**config.mk**
```make
export PLATFORM = sky130hd
export DESIGN_NAME = tmr_capture_unit
export DESIGN_NICKNAME = d
export VERILOG_FILES = /design/src/rtl/tcap_pkg.sv /design/src/rtl/tcap_sync.sv /design/src/rtl/tcap_edge.sv /design/src/rtl/tcap_latch.sv /design/src/rtl/tmr_capture_unit.sv
export SDC_FILE = /design/constraint.sdc
export NUM_CORES = 1
export LEC_CHECK = 0
export ABC_AREA = 1
export BUFFER_PORTS_ARGS = -buffer_cell sky130_fd_sc_hd__buf_2
export CAP_MARGIN = 20
export CORE_UTILIZATION = 45
export CTS_CLUSTER_SIZE = 28
export DETAILED_ROUTE_END_ITERATION = 12
export GPL_TIMING_DRIVEN = 0
export PLACE_DENSITY = 0.75
export SYNTH_ARGS = -nofsm -noshare
export SYNTH_HDL_FRONTEND = slang
export SYNTH_SLANG_ARGS = --single-unit
```
**constraint.sdc**
```tcl
create_clock -name clk -period 2.55 [get_ports clk]
set_input_delay 0.765 -clock clk [delete_from_list [all_inputs] [get_ports clk]]
set_output_delay 0.765 -clock clk [all_outputs]
set_load 0.005 [all_outputs]
```
**src/rtl/tcap_pkg.sv**
```systemverilog
package tcap_pkg;
  typedef enum logic [1:0] {
    EDG_OFF  = 2'b00,
    EDG_RISE = 2'b01,
    EDG_FALL = 2'b10,
    EDG_ANY  = 2'b11
  } edge_sel_e;
endpackage

```
**src/rtl/tcap_sync.sv**
```systemverilog
module tcap_sync #(
  parameter int STAGES = 2
) (
  input  logic clk,
  input  logic rst,
  input  logic d,
  output logic q
);
  logic [STAGES-1:0] chain_q;

  always_ff @(posedge clk) begin
    if (rst) chain_q <= '0;
    else     chain_q <= {chain_q[STAGES-2:0], d};
  end

  assign q = chain_q[STAGES-1];
endmodule

```
**src/rtl/tcap_edge.sv**
```systemverilog
module tcap_edge
  import tcap_pkg::*;
(
  input  logic      clk,
  input  logic      rst,
  input  logic      lvl,
  input  edge_sel_e sel,
  input  logic      enable,
  output logic      hit
);
  logic prev_q;
  logic rise, fall;

  always_ff @(posedge clk) begin
    if (rst) prev_q <= 1'b0;
    else     prev_q <= lvl;
  end

  assign rise = lvl & ~prev_q;
  assign fall = ~lvl & prev_q;

  always_comb begin
    hit = 1'b0;
    if (enable) begin
      unique case (sel)
        EDG_RISE: hit = rise;
        EDG_FALL: hit = fall;
        EDG_ANY:  hit = rise | fall;
        default:  hit = 1'b0;
      endcase
    end
  end

  AST_QUIET_WHEN_OFF: assert property (@(posedge clk) disable iff (rst)
    (sel == EDG_OFF) |-> !hit);
  AST_RISE_ONLY_RISE: assert property (@(posedge clk) disable iff (rst)
    (hit && sel == EDG_RISE) |-> (lvl && !prev_q));
  AST_FALL_ONLY_FALL: assert property (@(posedge clk) disable iff (rst)
    (hit && sel == EDG_FALL) |-> (!lvl && prev_q));
endmodule

```
**src/rtl/tcap_latch.sv**
```systemverilog
module tcap_latch #(
  parameter int CNT_W = 32
) (
  input  logic             clk,
  input  logic             rst,
  input  logic             hit,
  input  logic             armed,
  input  logic             pair_mode,
  input  logic [CNT_W-1:0] count,
  output logic [CNT_W-1:0] cap1_q,
  output logic [CNT_W-1:0] cap2_q,
  output logic             pulse_q
);
  logic slot_q;
  logic to_second;

  assign to_second = pair_mode & slot_q;

  always_ff @(posedge clk) begin
    if (rst) begin
      cap1_q  <= '0;
      cap2_q  <= '0;
      pulse_q <= 1'b0;
      slot_q  <= 1'b0;
    end else begin
      pulse_q <= hit;
      if (hit) begin
        if (to_second) cap2_q <= count;
        else           cap1_q <= count;
      end
      if (!armed || !pair_mode) slot_q <= 1'b0;
      else if (hit)             slot_q <= ~slot_q;
    end
  end

  AST_HOLD_NO_HIT: assert property (@(posedge clk) disable iff (rst)
    !hit |=> ($stable(cap1_q) && $stable(cap2_q)));
  AST_PULSE_FOLLOWS: assert property (@(posedge clk) disable iff (rst)
    hit |=> pulse_q);
  AST_NO_PULSE_IDLE: assert property (@(posedge clk) disable iff (rst)
    !hit |=> !pulse_q);
  AST_SINGLE_KEEPS2: assert property (@(posedge clk) disable iff (rst)
    !pair_mode |=> $stable(cap2_q));
  AST_REARM: assert property (@(posedge clk) disable iff (rst)
    (!armed || !pair_mode) |=> !slot_q);
endmodule

```
**src/rtl/tmr_capture_unit.sv**
```systemverilog
module tmr_capture_unit
  import tcap_pkg::*;
#(
  parameter int CNT_W    = 32,
  parameter int CTRL_W   = 32,
  parameter int SYNC_N   = 2,
  parameter int EDGE_LSB = 8,
  parameter int MODE_BIT = 13,
  parameter int PIN_BIT  = 14
) (
  input  logic              clk,
  input  logic              rst,
  input  logic [CTRL_W-1:0] ctrl_word,
  input  logic [CNT_W-1:0]  count_in,
  input  logic              evt_in,
  output logic [CNT_W-1:0]  cap1_q,
  output logic [CNT_W-1:0]  cap2_q,
  output logic              cap_pulse
);
  localparam int EDGE_MSB = EDGE_LSB + 1;

  edge_sel_e sel;
  logic      pin_is_input, pair_mode, armed;
  logic      evt_sync, hit;

  assign sel          = edge_sel_e'(ctrl_word[EDGE_MSB:EDGE_LSB]);
  assign pin_is_input = ctrl_word[PIN_BIT];
  assign pair_mode    = ctrl_word[MODE_BIT];
  assign armed        = pin_is_input && (sel != EDG_OFF);

  tcap_sync #(.STAGES(SYNC_N)) u_sync (
    .clk(clk), .rst(rst), .d(evt_in), .q(evt_sync)
  );

  tcap_edge u_edge (
    .clk(clk), .rst(rst), .lvl(evt_sync), .sel(sel),
    .enable(armed), .hit(hit)
  );

  tcap_latch #(.CNT_W(CNT_W)) u_latch (
    .clk(clk), .rst(rst), .hit(hit), .armed(armed),
    .pair_mode(pair_mode), .count(count_in),
    .cap1_q(cap1_q), .cap2_q(cap2_q), .pulse_q(cap_pulse)
  );

  AST_OUTPUT_PIN_SILENT: assert property (@(posedge clk) disable iff (rst)
    !pin_is_input |=> !cap_pulse);
endmodule

```
==> summary.md <==
| Metric | Value |
|---|---|
| Status | complete, no violations |
| Async S/R FF share, synth | 0% |
| Final Cycle Share | 70.4% |
| Die Wd | 88.7 um |
| Dpl cells | 748 |
| GR Overflow Total | 0 |
| Clock sink count | 69 |
| Most frequent cell after synthesis | inv_1 |
| Cells after Synth | 546 |
| Fillers | 747 |
| Setup crit start kind | flop |
| Slowest cell delay on critical path | 340 ps |
| Final instance area | 4190 um^2 |
| CTS max path bufs | 2 |
| Hold Violations, Final | 0 |
| Non-filler cells, final | 763 |
| Synth Cell Area | 3390 um^2 |
| I/O Buffers | 103 |
| Pin count of the biggest net entering global routing | 12 |
| Post-route ant nets | 0 |
| Synth area leaders | dfxtp_1 (41%), inv_1 (19%), nand2_1 (15%) |
| PD cells | 523 nW/um^2 |
| Die height | 88.7 um |
| Post-Syn Nets | 615 |
| Root Driver | clkbuf_8 |
| Slew margin rel. | 70.5% |
| Yosys Warn Count | 0 |
| RSZ-0062 raised after global routing | no |
| Post-DP Area | 4030 um^2 |
| Share of post-route cells with drive strength above 1 | 20.6% |
| Hold_buf cts | 0 |
| Setup violators final | 0 |
| Crit path max-delay cell type | dfxtp_1 |
| Worst skew pair latency | 350 ps |
| Clk_skew | 8.93 ps |
| Ports | 132 |
| CP endpoint kind | flop |
| ANT cells | 0 |
| Synth cell count leaders | inv_1 (167), nand2_1 (134), nor2_1 (70) |
| TritonCTS buffer count | 9 |
| Vias | 3392 |
| Drt wl/cell | 10.8 um |
| Post-cts resize count | 0 |
| Final GP Congestion | 0.823 |
| Sequential area share after synthesis | 40.8% |
| Sequential cell area | 1380 um^2 |
| Post-CTS Setup Inserts | 0 |
| Global-route wire length before repair | 12.7 mm |
| Core Footprint | 7250 um^2 |
| Synth Flop Type | dfxtp_1 |
| Final Slew Violations | 0 |
| CTS H-tree lvls | 3 |
| Vias in the first global route | 2899 |
| Final TNS setup | 0 ps |
| Number of vias per cell | 4.45 |
| Worst Hold Class | flop to flop |
| Max cap viols | 0 |
| Die footprint | 7870 um^2 |
| Maximum resistive drop on vdd | 275 uV |
| Initial antenna violation count | 0 |
| Top-area cell type share of the netlist area | 40.8% |
| Routed WL | 8.25 mm |
| Final Util | 57.8% |
| Area grow syn2layout | 23.8% |
| Post-synthesis area per instance | 6.20 um^2 |
| CP cell instances | inv_1, ha_1, inv_1, nand2_1, nand3_1, buf_4, buf_2, nand4_1, nand2_1, nor2_1 |
| Post-synth top area cell | dfxtp_1 |
| Crit path time final | 1790 ps |
| CTS tree | done |
| Slew @ Worst Pin | 442 ps |
| Critical path class | flop to flop |
| Leakage | 0.00244 uW |
| HPWL Detailed | 6.20 mm |
| Crit-path max FO | 10 |
| Nets | 729 |
| DRC Markers | 0 |
| #FFs+latches synth | 69 |
| Post-synth cell types | 16 |
| Max Fclk | 557 MHz |
| Data required, critical path | 2800 ps |
| Initial DRC Count | 136 |
| GRT Overall Usage | 21.2% |
| TritonRoute pass-1 iters | 5 |
| Multi-input logic area | 1230 um^2 |
| Worst-path clk slew | 70 ps |
| Row cnt | 31 |
| Number of synthesized flops with an enable pin | 0 |
| Initial Util | 46.7% |
| Hold slack | 413 ps |
| CP arrival | 2040 ps |
## state kept, by name, summed over array words and instances, names as in the netlist
register and cells:
u_latch.pulse_q 1, u_latch.cap1_q 32, u_edge.prev_q 1, u_latch.cap2_q 32, u_sync.chain_q 2, u_latch.slot_q 1
## final timing paths
path | start | endpoint | slack (ps) | cells past startpoint
worst max-delay path | u_sync.chain_q[1] | u_latch.cap1_q[27] | 760 | 10
worst min-delay path | u_sync.chain_q[0] | u_sync.chain_q[1] | 410 | 2
worst max register to register | u_sync.chain_q[1] | u_latch.cap1_q[27] | 760 | 10
worst min register to register | u_sync.chain_q[0] | u_sync.chain_q[1] | 410 | 2
## metal layers
metal  share of wire, %  vias to the layer above  global-route usage [%]
met5                  0                        -                       0
met1                 45                     1468                    26.1
li1                   -                     1811                       -
met2                 47                      104                    35.7
met4                1.2                        0                    8.80
met3                6.2                        9                    5.04
## power breakdown
part / total (uW) / switching [uW] / internal [uW] / leakage (uW)
sequential: 1130 / 17.0 / 1110 / 0.000560
combinational: 280 / 173 / 107 / 0.00179
clock: 784 / 418 / 367 / 0.0000877
## stage by stage
step	setup slack, ps	power [uW]
5_1_grt	633	2290
4_1_cts	783	2200
3_5_place_dp	546	1430
3_3_place_gp	546	1420
2_1_floorplan	900	1330
6_report	756	2190
## cell usage in the layout, fill, tap and decap left out, drive strengths merged
master / n
inv: 168
nand3b: 1
a21oi: 1
ha: 2
clkinvlp: 1
nor2: 71
dfxtp: 69
clkinv: 4
nand3: 3
clkbuf: 17
buf: 128
o21ai: 1
nand4: 64
nand2: 134
## kinds of logic after synthesis
group / count (synthesis) / share of synthesized area, %
adder cells (fa/ha/maj): 2 / 0.739
buffers and inverters: 200 / 22.9
AO/OA/AOI/OAI: 2 / 0.295
AND/OR/NAND/NOR: 273 / 35.3
flip-flops: 69 / 40.8
## area by class of cell
class	instances	share of cell area [%]
Tap cell	99	2.96
Sequential cell	69	33.0
Timing Repair Buffer	103	12.3
Multi-Input combinational cell	277	29.4
Clock inverter	5	0.657
Clock buffer	10	3.28
Inverter	168	15.0
Buffer	32	3.43
## critical path, delay by kind of cell, from the launching register on
| kind | cells | cell delay [ps] |
|---|---|---|
| DFF | 1 | 340 |
| buffers and inverters | 4 | 550 |
| and+or+nand+nor | 5 | 530 |
| adders and majority gates | 1 | 290 |
Power figures use the tool's default switching activity.
